**src/rtl/ide_seq_pkg.sv**
```systemverilog
package ide_seq_pkg;
  typedef enum logic [1:0] {
    CMD_READ  = 2'd0,
    CMD_WRITE = 2'd1,
    CMD_TRIM  = 2'd2,
    CMD_BAD   = 2'd3
  } xfer_cmd_e;

  typedef enum logic {
    ST_IDLE = 1'b0,
    ST_WAIT = 1'b1
  } seq_state_e;

  localparam int unsigned DISK_SHIFT = 9;
  localparam int unsigned OPT_SHIFT  = 11;
endpackage

```
**src/rtl/ide_seq_ctx.sv**
```systemverilog
module ide_seq_ctx
  import ide_seq_pkg::*;
#(
  parameter int unsigned SCNT_W = 8,
  parameter int unsigned XFER_W = 24,
  parameter int unsigned LBA_W  = 32,
  parameter int unsigned LEN_W  = 16
) (
  input  logic              clk_i,
  input  logic              rst_ni,
  input  logic              start_i,
  input  logic              optical_i,
  input  logic [1:0]        cmd_i,
  input  logic [SCNT_W-1:0] scnt_i,
  input  logic [XFER_W-1:0] psize_i,
  input  logic [LBA_W-1:0]  sector_i,
  input  logic [LBA_W-1:0]  lba_i,
  input  logic              issue_i,
  input  logic [LEN_W-1:0]  len_i,
  input  logic              clr_act_i,
  output logic              active_o,
  output logic              kick_o,
  output logic [XFER_W:0]   rem_o,
  output logic [XFER_W:0]   idx_o,
  output logic              opt_o,
  output logic [1:0]        cmd_o,
  output logic [LBA_W-1:0]  sector_o,
  output logic [LBA_W-1:0]  lba_o
);
  localparam int unsigned RW = XFER_W + 1;

  logic [RW-1:0] disk_bytes;
  assign disk_bytes = RW'({scnt_i, {DISK_SHIFT{1'b0}}});

  always_ff @(posedge clk_i or negedge rst_ni) begin
    if (!rst_ni) begin
      active_o <= 1'b0;
      kick_o   <= 1'b0;
      rem_o    <= '0;
      idx_o    <= '0;
      opt_o    <= 1'b0;
      cmd_o    <= CMD_READ;
      sector_o <= '0;
      lba_o    <= '0;
    end else begin
      kick_o <= start_i;
      if (start_i) begin
        active_o <= 1'b1;
        idx_o    <= '0;
        rem_o    <= optical_i ? RW'(psize_i) : disk_bytes;
        opt_o    <= optical_i;
        cmd_o    <= cmd_i;
        sector_o <= sector_i;
        lba_o    <= lba_i;
      end else begin
        if (issue_i) begin
          rem_o <= rem_o - RW'(len_i);
          idx_o <= idx_o + RW'(len_i);
        end
        if (clr_act_i) active_o <= 1'b0;
      end
    end
  end

  // start arms the command and kicks the engine
  p_arm_r1: assert property (@(posedge clk_i) disable iff (!rst_ni)
    start_i |=> active_o && kick_o && (idx_o == '0));
endmodule

```
**src/rtl/ide_seq_offset.sv**
```systemverilog
module ide_seq_offset
  import ide_seq_pkg::*;
#(
  parameter int unsigned LBA_W  = 32,
  parameter int unsigned XFER_W = 24,
  parameter int unsigned OFF_W  = LBA_W + 12
) (
  input  logic              optical_i,
  input  logic [LBA_W-1:0]  sector_i,
  input  logic [LBA_W-1:0]  lba_i,
  input  logic [XFER_W:0]   idx_i,
  output logic [OFF_W-1:0]  off_o
);
  logic [OFF_W-1:0] base;

  always_comb begin
    if (optical_i) base = OFF_W'({lba_i, {OPT_SHIFT{1'b0}}});
    else           base = OFF_W'({sector_i, {DISK_SHIFT{1'b0}}});
    off_o = base + OFF_W'(idx_i);
  end
endmodule

```
**src/rtl/ide_seq_ctrl.sv**
```systemverilog
module ide_seq_ctrl
  import ide_seq_pkg::*;
#(
  parameter int unsigned XFER_W = 24,
  parameter int unsigned LEN_W  = 16,
  parameter int unsigned ADDR_W = 32,
  parameter int unsigned OFF_W  = 44
) (
  input  logic              clk_i,
  input  logic              rst_ni,
  input  logic              start_i,
  input  logic              chunk_valid_i,
  input  logic [ADDR_W-1:0] chunk_addr_i,
  input  logic [LEN_W-1:0]  chunk_len_i,
  input  logic              active_i,
  input  logic [XFER_W:0]   rem_i,
  input  logic              optical_i,
  input  logic              nonblock_i,
  input  logic [1:0]        cmd_i,
  input  logic [OFF_W-1:0]  off_i,
  input  logic              st_ack_i,
  input  logic              st_err_i,
  output logic              chunk_ready_o,
  output logic              issue_o,
  output logic              clr_act_o,
  output logic              stall_o,
  output logic              end_o,
  output logic              st_req_o,
  output logic [OFF_W-1:0]  st_off_o,
  output logic [ADDR_W-1:0] st_addr_o,
  output logic [LEN_W-1:0]  st_len_o,
  output logic [1:0]        st_dir_o,
  output logic              copy_o,
  output logic [ADDR_W-1:0] copy_addr_o,
  output logic [LEN_W-1:0]  copy_len_o,
  output logic              status_rdy_o,
  output logic              disk_irq_o,
  output logic              pkt_ok_o,
  output logic              dma_err_o,
  output logic              io_err_o,
  output logic              fatal_o
);
  seq_state_e state_q;

  logic take, rem_le0, live, len_zero, bad_cmd;
  logic d_stall, d_fin, d_seg, d_nb, d_bad, ack_fire;
  logic [XFER_W-1:0] rem_mag;
  logic [LEN_W-1:0]  cpy_len;

  always_comb begin
    take      = chunk_valid_i && (state_q == ST_IDLE);
    rem_le0   = rem_i[XFER_W] || (rem_i == '0);
    len_zero  = (chunk_len_i == '0);
    bad_cmd   = !optical_i && (cmd_i == CMD_BAD);
    live      = take && active_i && !rem_le0;
    d_stall   = take && !active_i;
    d_fin     = take && active_i && rem_le0;
    d_seg     = live && len_zero;
    d_nb      = live && !len_zero && optical_i && nonblock_i;
    d_bad     = live && !len_zero && bad_cmd;
    issue_o   = live && !len_zero && !(optical_i && nonblock_i) && !bad_cmd;
    ack_fire  = (state_q == ST_WAIT) && st_ack_i;
    clr_act_o = d_fin || d_nb || d_bad || (ack_fire && st_err_i);
    chunk_ready_o = (state_q == ST_IDLE);
    rem_mag   = rem_i[XFER_W-1:0];
    cpy_len   = (rem_mag < XFER_W'(chunk_len_i)) ? rem_mag[LEN_W-1:0] : chunk_len_i;
  end

  always_ff @(posedge clk_i or negedge rst_ni) begin
    if (!rst_ni) begin
      state_q      <= ST_IDLE;
      stall_o      <= 1'b0;
      end_o        <= 1'b0;
      st_req_o     <= 1'b0;
      st_off_o     <= '0;
      st_addr_o    <= '0;
      st_len_o     <= '0;
      st_dir_o     <= CMD_READ;
      copy_o       <= 1'b0;
      copy_addr_o  <= '0;
      copy_len_o   <= '0;
      status_rdy_o <= 1'b0;
      disk_irq_o   <= 1'b0;
      pkt_ok_o     <= 1'b0;
      dma_err_o    <= 1'b0;
      io_err_o     <= 1'b0;
      fatal_o      <= 1'b0;
    end else begin
      stall_o    <= d_stall;
      end_o      <= d_fin || d_seg || d_nb || ack_fire;
      pkt_ok_o   <= (d_fin || d_nb) && optical_i;
      disk_irq_o <= d_fin && !optical_i;
      dma_err_o  <= ack_fire && st_err_i && !optical_i;
      io_err_o   <= ack_fire && st_err_i && optical_i;
      fatal_o    <= d_bad;
      copy_o     <= d_nb;
      if (start_i)                    status_rdy_o <= 1'b0;
      else if (d_fin && !optical_i)   status_rdy_o <= 1'b1;
      if (d_nb) begin
        copy_addr_o <= chunk_addr_i;
        copy_len_o  <= cpy_len;
      end
      if (issue_o) begin
        state_q   <= ST_WAIT;
        st_req_o  <= 1'b1;
        st_off_o  <= off_i;
        st_addr_o <= chunk_addr_i;
        st_len_o  <= chunk_len_i;
        st_dir_o  <= optical_i ? CMD_READ : cmd_i;
      end else if (ack_fire) begin
        state_q  <= ST_IDLE;
        st_req_o <= 1'b0;
      end
    end
  end

  // request fields hold until acknowledged
  p_req_hold_r10: assert property (@(posedge clk_i) disable iff (!rst_ni)
    st_req_o && !st_ack_i |=> st_req_o && $stable(st_off_o) && $stable(st_len_o)
                              && $stable(st_addr_o) && $stable(st_dir_o));
  // an error result always comes with the end pulse
  p_err_end_r11: assert property (@(posedge clk_i) disable iff (!rst_ni)
    (dma_err_o || io_err_o) |-> end_o);
  // a stalled chunk raises no request and no end
  p_stall_quiet_r2: assert property (@(posedge clk_i) disable iff (!rst_ni)
    stall_o |-> !end_o && !st_req_o);
  // at most one kind of chunk outcome per cycle
  p_one_outcome_r3: assert property (@(posedge clk_i) disable iff (!rst_ni)
    $onehot0({stall_o, fatal_o, copy_o, dma_err_o || io_err_o, disk_irq_o}));
endmodule

```
**src/rtl/ide_dma_sequencer.sv**
```systemverilog
module ide_dma_sequencer
  import ide_seq_pkg::*;
#(
  parameter int unsigned SCNT_W = 8,
  parameter int unsigned XFER_W = 24,
  parameter int unsigned LBA_W  = 32,
  parameter int unsigned LEN_W  = 16,
  parameter int unsigned ADDR_W = 32,
  localparam int unsigned OFF_W = LBA_W + 12
) (
  input  logic              clk_i,
  input  logic              rst_ni,
  input  logic              start_i,
  input  logic              optical_i,
  input  logic [1:0]        cmd_i,
  input  logic [SCNT_W-1:0] sector_cnt_i,
  input  logic [XFER_W-1:0] pkt_size_i,
  input  logic [LBA_W-1:0]  sector_i,
  input  logic [LBA_W-1:0]  lba_i,
  output logic              kick_o,
  output logic              active_o,
  input  logic              chunk_valid_i,
  input  logic [ADDR_W-1:0] chunk_addr_i,
  input  logic [LEN_W-1:0]  chunk_len_i,
  output logic              chunk_ready_o,
  output logic              chunk_stall_o,
  output logic              chunk_end_o,
  output logic              st_req_o,
  output logic [OFF_W-1:0]  st_off_o,
  output logic [ADDR_W-1:0] st_addr_o,
  output logic [LEN_W-1:0]  st_len_o,
  output logic [1:0]        st_dir_o,
  input  logic              st_ack_i,
  input  logic              st_err_i,
  output logic              copy_o,
  output logic [ADDR_W-1:0] copy_addr_o,
  output logic [LEN_W-1:0]  copy_len_o,
  output logic              status_ready_o,
  output logic              disk_irq_o,
  output logic              pkt_ok_o,
  output logic              dma_err_o,
  output logic              io_err_o,
  output logic              fatal_o
);
  logic              issue, clr_act, opt_q;
  logic [XFER_W:0]   rem_q, idx_q;
  logic [1:0]        cmd_q;
  logic [LBA_W-1:0]  sector_q, lba_q;
  logic [OFF_W-1:0]  off;

  ide_seq_ctx #(.SCNT_W(SCNT_W), .XFER_W(XFER_W), .LBA_W(LBA_W), .LEN_W(LEN_W)) u_ctx (
    .clk_i, .rst_ni, .start_i, .optical_i, .cmd_i,
    .scnt_i(sector_cnt_i), .psize_i(pkt_size_i), .sector_i, .lba_i,
    .issue_i(issue), .len_i(chunk_len_i), .clr_act_i(clr_act),
    .active_o, .kick_o, .rem_o(rem_q), .idx_o(idx_q),
    .opt_o(opt_q), .cmd_o(cmd_q), .sector_o(sector_q), .lba_o(lba_q)
  );

  ide_seq_offset #(.LBA_W(LBA_W), .XFER_W(XFER_W), .OFF_W(OFF_W)) u_off (
    .optical_i(opt_q), .sector_i(sector_q), .lba_i(lba_q), .idx_i(idx_q), .off_o(off)
  );

  ide_seq_ctrl #(.XFER_W(XFER_W), .LEN_W(LEN_W), .ADDR_W(ADDR_W), .OFF_W(OFF_W)) u_ctrl (
    .clk_i, .rst_ni, .start_i, .chunk_valid_i, .chunk_addr_i, .chunk_len_i,
    .active_i(active_o), .rem_i(rem_q), .optical_i(opt_q),
    .nonblock_i(lba_q == '1), .cmd_i(cmd_q), .off_i(off),
    .st_ack_i, .st_err_i, .chunk_ready_o, .issue_o(issue), .clr_act_o(clr_act),
    .stall_o(chunk_stall_o), .end_o(chunk_end_o), .st_req_o, .st_off_o,
    .st_addr_o, .st_len_o, .st_dir_o, .copy_o, .copy_addr_o, .copy_len_o,
    .status_rdy_o(status_ready_o), .disk_irq_o, .pkt_ok_o, .dma_err_o,
    .io_err_o, .fatal_o
  );
endmodule

```
**config.mk**
```make
export PLATFORM = sky130hd
export DESIGN_NAME = ide_dma_sequencer
export DESIGN_NICKNAME = d
export VERILOG_FILES = /design/src/rtl/ide_seq_pkg.sv /design/src/rtl/ide_seq_ctx.sv /design/src/rtl/ide_seq_offset.sv /design/src/rtl/ide_seq_ctrl.sv /design/src/rtl/ide_dma_sequencer.sv
export SDC_FILE = /design/constraint.sdc
export NUM_CORES = 1
export LEC_CHECK = 0
export ABC_CLOCK_PERIOD_IN_PS = 7700
export BUFFER_PORTS_ARGS = -buffer_cell sky130_fd_sc_hd__buf_2
export CAP_MARGIN = 20
export CORE_MARGIN = 1
export CORE_UTILIZATION = 39
export DETAILED_ROUTE_END_ITERATION = 8
export GPL_ROUTABILITY_DRIVEN = 0
export PLACE_DENSITY = 0.64
export SETUP_SLACK_MARGIN = 0.5
export SYNTH_ARGS = -nofsm -noshare
export SYNTH_HDL_FRONTEND = slang
export SYNTH_SLANG_ARGS = --single-unit
```
**constraint.sdc**
```tcl
create_clock -name clk_i -period 7.7 [get_ports clk_i]
set_input_delay 1.54 -clock clk_i [delete_from_list [all_inputs] [get_ports clk_i]]
set_output_delay 1.54 -clock clk_i [all_outputs]
set_load 0.01 [all_outputs]
```
======== Word-level counts from Yosys, hierarchy flattened ========
Index checks and enable logic that the tools add are counted.
storage, ports and cells
  memory bits (read-only) ................. 0
  bits in registers ....................... 271
  memories kept ........................... 0
  bits in writable memories ............... 0
  word-level logic and storage cells ...... 84
  latch bits .............................. 0
operators by class
  divide/modulo/power cells ............... 0
  equality and inequality tests ........... 2
  multipliers ............................. 0
  $lt $le $gt $ge ......................... 1
  shift operators ......................... 0
  reductions and logical operators ........ 39
  bitwise gates (word level) .............. 1
  multiplexer cells ....................... 14
  add/subtract/negate cells ............... 3
operator list
  operator                                                 count
  25-bit 2-to-1 mux                                        4
  43-bit by 25-bit adder with 44-bit output                1
  43-bit 2-to-1 mux                                        1
  32-bit equality test (second input constant)             1
  25-bit by 16-bit adder with 25-bit output                1
  25-bit zero test                                         1
  25-bit by 16-bit subtractor with 25-bit output           1
  24-bit by 16-bit less-than comparator with 1-bit output  1
  24-bit 2-to-1 mux                                        1
  1-bit logical AND                                        20
  16-bit zero test                                         1
  16-bit 2-to-1 mux                                        1
  2-bit nonzero test                                       4
  1-bit logical OR                                         7
  1-bit zero test                                          6
  1-bit 2-to-1 mux                                         6
  2-bit equality test (second input constant)              1
  2-bit 2-to-1 mux                                         1
  1-bit inverter                                           1

======== Depth between registers and ports, before layout ========
Gate-level depths: netlist (run 1).
  depth in word-level cells ............... 12
  depth in mapped cells ................... 16

======== Cells and area by module ========
From an unflattened synthesis (run 1), not the netlist that was laid out.
second synthesis, totals
  cells, all modules ...................... 1417
  area total of the unflattened synthesis .. 14883.0 um^2
by module, submodules not included
  module             area each (um^2)  instances  seq. area each (um^2)  cells an instance
  ide_seq_ctx        6601.3            1          2977.9                 623
  ide_seq_ctrl       6447.4            1          3803.6                 537
  ide_seq_offset     1765.4            1          0.0                    246
  ide_dma_sequencer  68.8              1          0.0                    11

======== Worst setup path before layout (run 1) ========
OpenSTA, ideal clock, no wires.
  path type ............................... in2reg
  from .................................... in chunk_len_i[2]
  to ...................................... reg u_ctrl.copy_len_o[10]
  arrival ................................. 3.764 ns
  cell stages on the path ................. 12
  path buffers ............................ 2
  path slack .............................. 3.811 ns
  library setup time ...................... 0.125 ns
  cell sequence ........................... inv_1 > ha_1 > nor2b_4 > o31ai_2 > a21oi_1 > a221o_1 > a31o_1 > o41ai_4 > buf_6 > buf_12 > mux2i_1 > o21ai_2
on the way
  longest elaborated chain between the ends .. 5
  elaborated cells between the ends (all ways) .. 7
  classes of those cells .................. order compare (1); mux (1); reduce/logical (5)
RTL lines
  element                                                                                                          line                     source
  start: declaration                                                                                               ide_dma_sequencer.sv:24  input logic [LEN_W-1:0] chunk_len_i,
  parallel branches: the longest is 5 deep, another holds 24-bit by 16-bit less-than comparator with 1-bit output  -
  end signal: assignment                                                                                           ide_seq_ctrl.sv:101      copy_len_o <= cpy_len;
  end: declaration                                                                                                 ide_seq_ctrl.sv:35       output logic [LEN_W-1:0] copy_len_o,
Several ways; the timed one is not identified.
A chain may end at the register's enable or synchronous reset.

======== Worst setup path in the final report (run 1) ========
  from .................................... reg u_ctx.opt_o
  to ...................................... reg u_ctrl.st_off_o[33]
on the way
  longest elaborated chain between the ends .. 4
  elaborated cells between the ends (all ways) .. 9
  classes of those cells .................. add/sub (1); mux (1); reduce/logical (7)
RTL lines
  element                                                                                            line                 source
  start: declaration                                                                                 ide_seq_ctx.sv:25    output logic opt_o,
  start signal: assignment                                                                           ide_seq_ctx.sv:51    opt_o <= optical_i;
  parallel branches: the longest is 4 deep, another holds 43-bit by 25-bit adder with 44-bit output  -
  end signal: assignment                                                                             ide_seq_ctrl.sv:106  st_off_o <= off_i;
  end: declaration                                                                                   ide_seq_ctrl.sv:29   output logic [OFF_W-1:0] st_off_o,
Several ways; the timed one is not identified.

==> flow_metrics.env, run 1 <==
export IMPL_status="completed"
export IMPL_worst_pin_slew_ps=1061
export IMPL_drv_slew=0
export IMPL_die_area_mm2=0.03643
export IMPL_hpwl_um=28560
export IMPL_via_count=11570
export IMPL_end_kind="flip-flop"
export IMPL_grt_antenna_before_repair=2
export IMPL_critPathTopFamily="compound AO/OA/AOI/OAI gates"
export IMPL_setup_tns_final_ps=0
export IMPL_crit_cells=11
export IMPL_finalCriticalPeriod_ps=4282
export IMPL_grt_overflow=0
export IMPL_worst_path_max_delay_cell="a211oi_2"
export IMPL_synthFlopType="dfrtp_1"
export IMPL_cts_buffers=31
export IMPL_tritoncts="built"
export IMPL_grt_max_degree=139
export IMPL_yosys_warnings=0
export IMPL_synthToLayoutAreaGrowth_pct=21.92
export IMPL_synth_common_cells="nand2_1, dfrtp_1, mux2_2, o21ai_0, a21oi_1"
export IMPL_ir_worst_vdd_mv=0.2250
export IMPL_max_clock_path_buffers=3
export IMPL_yosysMostFrequentCell="nand2_1"
export IMPL_startpoint="u_ctx.opt_o"
export IMPL_p_sw_frac=0.3283
export IMPL_synth_avg_cell_area_um2=9.594
export IMPL_yosysSeqAreaShare=0.4875
export IMPL_htree_levels=1
export IMPL_required_ps=8100
export IMPL_num_antenna_cells=0
export IMPL_fmax_ghz=0.2335
export IMPL_synth_distinct_cells=72
export IMPL_io_buffers=307
export IMPL_cts_hold_buf=0
export IMPL_grt_pass1_wl_um=62680
export IMPL_rsz0062_at_grt="no"
export IMPL_drtIter0Drc=703
export IMPL_die_h_um=190.9
export IMPL_cts_root_buffer="clkbuf_16"
export IMPL_grt_pass1_vias=11560
export IMPL_final_hold_viol_count=0
export IMPL_yosysTopAreaCellShare=0.4875
export IMPL_r2r_start="u_ctx.opt_o"
export IMPL_initial_core_util=0.3998
export IMPL_min_period_over_period=0.5561
export IMPL_powerDensity_mw_per_mm2=281.3
export IMPL_cts_sinks=271
export IMPL_wl_per_cell_um=17.89
export IMPL_synthesis_nets=1654
export IMPL_combPwrFrac=0.263
export IMPL_synth_seq_cells=271
export IMPL_cap_violations=0
export IMPL_rows=68
export IMPL_p_seq_frac=0.397
export IMPL_dp_worst_setup_slack_ps=3262
export IMPL_ioPinCount=308
export IMPL_drive_gt1_frac=0.2735
export IMPL_path_max_fanout=31
export IMPL_switching_power_mw=1.566
export IMPL_drt_first_pass_iters=5
export IMPL_ant_nets=0
export IMPL_path_buf_inv=1
export IMPL_relSlewSlack=0.2927
export IMPL_ff2ff_path_depth=11
export IMPL_layout_nets=1934
export IMPL_hold_depth=2
export IMPL_synth_largest_area_cell="dfrtp_1"
export IMPL_postSynthCellCount=1450
export IMPL_setup_viol=0
export IMPL_clock_skew_ps=26.27
export IMPL_die_x_um=190.9
export IMPL_crit_type="flip-flop to flip-flop"
export IMPL_slowest_delay_ps=700
export IMPL_drc=0
export IMPL_post_cts_resized=0
export IMPL_startpoint_type="flip-flop"
export IMPL_synth_area_leaders="dfrtp_1, nand2_1, mux2_2"
export IMPL_wirelength_um=39530
export IMPL_crit_arrival_ps=4680
export IMPL_min_from="u_ctrl.copy_addr_o[16]"
export IMPL_p_int_mw=3.204
export IMPL_postCtsSetupRepairBufs=0
export IMPL_layout_setup_ws_ps=3418
export IMPL_crit_path_cell_trace="buf_4 > mux2_2 > ha_1 > nor2b_1 > o31ai_1 > a211oi_1 > a311oi_1 > a211oi_2 > nand3_1 > xnor2_1 > o21ai_0"
export IMPL_p_leak_nw=8.490
export IMPL_synthArstFlopShare=1.000
export IMPL_insertion_delay_ps=580
export IMPL_syn_cell_area_mm2=0.01391
export IMPL_core_mm2=0.03480
export IMPL_clk_pin_slew_ps=70
export IMPL_viasPerCell=5.236
export IMPL_hp_class="flip-flop to flip-flop"
export IMPL_synth_edf_count=0
export IMPL_p_clk_frac=0.340
export IMPL_grt_use_total=0.2171
power groups by stage:
stage,Sequential [mW],Combinational (mW),Clock (mW)
floorplan,1.97,0.679,0
global placement,1.91,1.24,0
detailed placement,1.92,1.26,0
CTS,1.89,1.27,1.67
global route,1.93,1.40,1.72
finish,1.89,1.25,1.62
area by class of cell:
type / instances / area [um^2]
Multi-Input combinational cell: 1077 / 6725
Inverter: 33 / 123.9
Timing Repair Buffer: 316 / 1629
Tap cell: 455 / 569.3
Fill cell: 3328 / 17840
Clock inverter: 17 / 266.5
Sequential cell: 271 / 6783
Clock buffer: 41 / 863.3
routing by layer:
metal,part of all wire,vias to the layer above,wire length [um],global-route usage
li1,-,5571,-,-
met5,0.00068,-,27,0
met2,0.46,360,18230,0.3548
met1,0.44,5571,17490,0.2887
met4,0.024,4,948,0.05354
met3,0.072,65,2832,0.05098
through the flow:
step                        util  power (mW)  std cells  instance area (um^2)  hold WS [ps]
after floorplan                -       2.644       1450                 13910         464.7
after global placement    0.4549       3.149       2152                 15830         443.8
after detailed placement  0.4549       3.180       2152                 15830         450.9
after CTS                 0.4874       4.832       2210                 16960         465.6
after global routing      0.4874       5.054       2210                 16960         483.0
final                     0.4874       4.770       2210                 16960         460.5
worst min-delay path, cell delays in order, from the launching register on:
cell     delay [ps]
dfrtp_1         330
nand2_1          50
nand2_1          50
logic make-up after synthesis:
group,count (synthesis),synth area share
buffers and inverters,102,0.03022
adders and majority gates,51,0.04749
xor gates and xnor gates,57,0.03589
muxes,119,0.09318
AOI/OAI and AO/OA,268,0.1222
DFF,271,0.4875
and+or+nand+nor,582,0.1835
state kept, by name, summed over array words and instances, names as in the netlist, 2 cells and up:
name                flops
u_ctrl.st_dir_o         2
u_ctx.rem_o            25
u_ctrl.st_len_o        16
u_ctx.cmd_o             2
u_ctx.lba_o            32
u_ctx.sector_o         32
u_ctx.idx_o            25
u_ctrl.st_addr_o       32
u_ctrl.st_off_o        44
u_ctrl.copy_len_o      16
u_ctrl.copy_addr_o     32
worst paths after layout:
kind                                          end  slack, ps
hold / removal             u_ctrl.copy_addr_o[16]        460
hold reg to reg            u_ctrl.copy_addr_o[16]        460
max in group asynchronous         u_ctx.lba_o[13]       5280
setup reg to reg              u_ctrl.st_off_o[33]       3420
min in group asynchronous    u_ctrl.copy_len_o[4]       1090
setup / recovery              u_ctrl.st_off_o[33]       3420
placed cells by master, fill, tap and decap left out, types with 14 or more instances in the layout:
cell | synthesis | layout
nand2_1 | 366 | 366
buf_2 | 11 | 305
dfrtp_1 | 271 | 270
mux2_2 | 84 | 84
o21ai_0 | 84 | 84
a21oi_1 | 68 | 68
nor2_1 | 63 | 63
ha_1 | 48 | 48
nand3_1 | 37 | 36
mux2i_1 | 35 | 35
inv_1 | 31 | 31
xor2_1 | 31 | 31
clkbuf_16 | 0 | 31
xnor2_1 | 26 | 26
a21o_1 | 19 | 19
nor4_1 | 16 | 16
nor3_1 | 15 | 15
nor2b_1 | 15 | 14
No activity file was read; power rests on OpenSTA's default activity.
==> inputs of run 2 (changes only) <==
--- a/config.mk
+++ b/config.mk
@@ -5,7 +5,7 @@
 export SDC_FILE = /design/constraint.sdc
 export NUM_CORES = 1
 export LEC_CHECK = 0
-export ABC_CLOCK_PERIOD_IN_PS = 7700
+export ABC_CLOCK_PERIOD_IN_PS = 4340
 export BUFFER_PORTS_ARGS = -buffer_cell sky130_fd_sc_hd__buf_2
 export CAP_MARGIN = 20
 export CORE_MARGIN = 1
==> constraint.sdc (replaced) <==
create_clock -name clk_i -period 4.34 [get_ports clk_i]
set_input_delay 0.868 -clock clk_i [delete_from_list [all_inputs] [get_ports clk_i]]
set_output_delay 0.868 -clock clk_i [all_outputs]
set_load 0.01 [all_outputs]
==> run 2 against run 1 <==
Global-route usage about the same. Largest cell class unchanged. Non-clock buffer count is 9 higher. Highest routed layer unchanged. Count of clock-buffer cells in the layout rose by 7. Routed wire length rose by 0.48%. Final cell count increased by 0.63%. Critical path type unchanged. Worst setup slack got worse by 2500 ps. Hold slack got worse by 110 ps.
==> flow_metrics.env, run 2 (synthesis gave the netlist of run 1 again) <==
export IMPL_layout_nets=1946
export IMPL_path_max_fanout=19
export IMPL_clk_pin_slew_ps=60
export IMPL_ant_nets=0
export IMPL_wirelength_um=39720
export IMPL_crit_end="u_ctrl.st_off_o[26]"
export IMPL_cap_violations=0
export IMPL_post_route_util=0.4911
export IMPL_r2r_end="u_ctrl.st_off_o[26]"
export IMPL_relSlewSlack=0.4436
export IMPL_largest_reg_flops=44
export IMPL_via_count=11590
export IMPL_met3_usage=0.05631
export IMPL_max_clock_path_buffers=3
export IMPL_grtUsageMet1=0.2882
export IMPL_design_area_mm2=0.01709
export IMPL_initial_core_util=0.3998
export IMPL_io_buffers=307
export IMPL_r2r_start="u_ctx.opt_o"
export IMPL_grt_pass1_wl_um=62040
export IMPL_hold_worst_slack_ps=354.5
export IMPL_die_area_mm2=0.03643
export IMPL_rsz0062_at_grt="no"
export IMPL_viasPerCell=5.211
export IMPL_r2r_setup_slack_ps=960
export IMPL_postCtsSetupRepairBufs=0
export IMPL_tritoncts="built"
export IMPL_core_mm2=0.03480
export IMPL_dpl_cell_area_mm2=0.01594
export IMPL_cts_hold_buf=0
export IMPL_setup_viol=0
export IMPL_wl_per_cell_um=17.86
export IMPL_mostFrequentLayoutCells="nand2_1, buf_2, dfrtp_1"
export IMPL_finalCriticalPeriod_ps=3380
export IMPL_grt_max_degree=100
export IMPL_powerDensity_mw_per_mm2=497.7
export IMPL_synthToLayoutAreaGrowth_pct=22.85
export IMPL_end_kind="flip-flop"
export IMPL_post_cts_resized=0
export IMPL_worst_pin_slew_ps=834.6
export IMPL_fmax_ghz=0.2958
export IMPL_drc=0
export IMPL_required_ps=4700
export IMPL_layout_commonest_cell="nand2_1"
export IMPL_hpwl_um=28990
export IMPL_final_hold_viol_count=0
export IMPL_status="completed"
export IMPL_crit_type="flip-flop to flip-flop"
export IMPL_min_period_over_period=0.7788
export IMPL_crit_arrival_ps=3740
export IMPL_die_x_um=190.9
export IMPL_grt_use_total=0.2175
export IMPL_insertion_delay_ps=520
export IMPL_startpoint_type="flip-flop"
export IMPL_ir_worst_vdd_mv=0.3454
export IMPL_rows=68
export IMPL_drt_first_pass_iters=5
export IMPL_p_total_mw=8.505
export IMPL_drive_gt1_frac=0.2767
export IMPL_p_leak_nw=8.568
export IMPL_ioPinCount=308
export IMPL_grt_antenna_before_repair=6
export IMPL_htree_levels=2
export IMPL_hp_class="primary input to async pin"
export IMPL_nFillCells=3345
export IMPL_setup_tns_final_ps=0
export IMPL_cts_sinks=271
export IMPL_grt_pass1_vias=11320
export IMPL_cts_buffers=34
export IMPL_drtIter0Drc=580
export IMPL_drv_slew=0
export IMPL_cts_root_buffer="clkbuf_16"
export IMPL_grtUsageMet2=0.3527
export IMPL_die_h_um=190.9
export IMPL_grt_overflow=0
export IMPL_startpoint="u_ctx.opt_o"
export IMPL_busiest_layer="met2"
export IMPL_ff2ff_path_depth=10
export IMPL_regMostFlops="u_ctrl.st_off_o"
export IMPL_clock_skew_ps=25.00
[run 2: changes by cell type in the layout (fill, tap and decap cells not counted)]
cell and delta:
clkinv_2 +4, buf_4 +6, buf_12 +3, clkinvlp_4 -1
clkbuf_1 +3, inv_6 -3, clkbuf_16 +4, diode_2 +2
bufinv_16 -2, clkinv_4 -2
[run 2: report_power, final]
group          total [mW]  switching, mW  internal [mW]
clock network        2.90           1.09           1.81
logic                2.24           1.31          0.929
registers            3.37          0.357           3.01
total                8.51           2.76           5.75
[run 2: stage by stage]
step,cells,setup slack (ps)
2_1_floorplan,1450,546.7
5_1_grt,2223,710.0
3_5_place_dp,2161,673.0
6_report,2224,959.8
3_3_place_gp,2161,747.1
4_1_cts,2222,934.4
[run 2: final cells by class]
| class | instances | area, um^2 | share of cell area |
|---|---|---|---|
| sequential | 271 | 6783 | 0.3969 |
| multi-input combinational | 1077 | 6725 | 0.3935 |
| timing repair buffer | 325 | 1734 | 0.1015 |
| clock buffer | 48 | 974.7 | 0.05703 |
| tap | 455 | 569.3 | 0.03331 |
| clock inverter | 13 | 175.2 | 0.01025 |
| inverter | 33 | 123.9 | 0.007248 |
| antenna | 2 | 5.005 | 0.0002928 |
[run 2: critical path, cell delays in order (launching register included)]
cell and delay [ps]:
dfrtp_2 670, mux2_2 400, ha_1 340, a21oi_1 240, o21ai_0 130, a211o_1 300, o211ai_1 90, nand3b_1 440
and3b_1 370, o21ai_0 130, o311ai_0 140
[run 2: worst min-delay path by stage]
stage	slack, ps	startpoint	to	cells past startpoint
floorplan	460	u_ctx.idx_o[0]	u_ctrl.st_off_o[0]	2
global placement	440	u_ctrl.copy_addr_o[21]	u_ctrl.copy_addr_o[21]	2
detailed placement	450	u_ctrl.st_off_o[13]	u_ctrl.st_off_o[13]	2
CTS	420	rst_ni	u_ctrl.copy_len_o[2]	1
global route	440	rst_ni	u_ctrl.copy_len_o[2]	1
finish	350	rst_ni	u_ctrl.copy_len_o[2]	1
[run 2: per-layer routing]
layer	part of all wire	vias to the layer above	wire length (um)
met2	0.46	383	18280
met4	0.020	8	794
met1	0.44	5534	17360
met5	0.0013	-	51
met3	0.081	64	3234
li1	-	5600	-
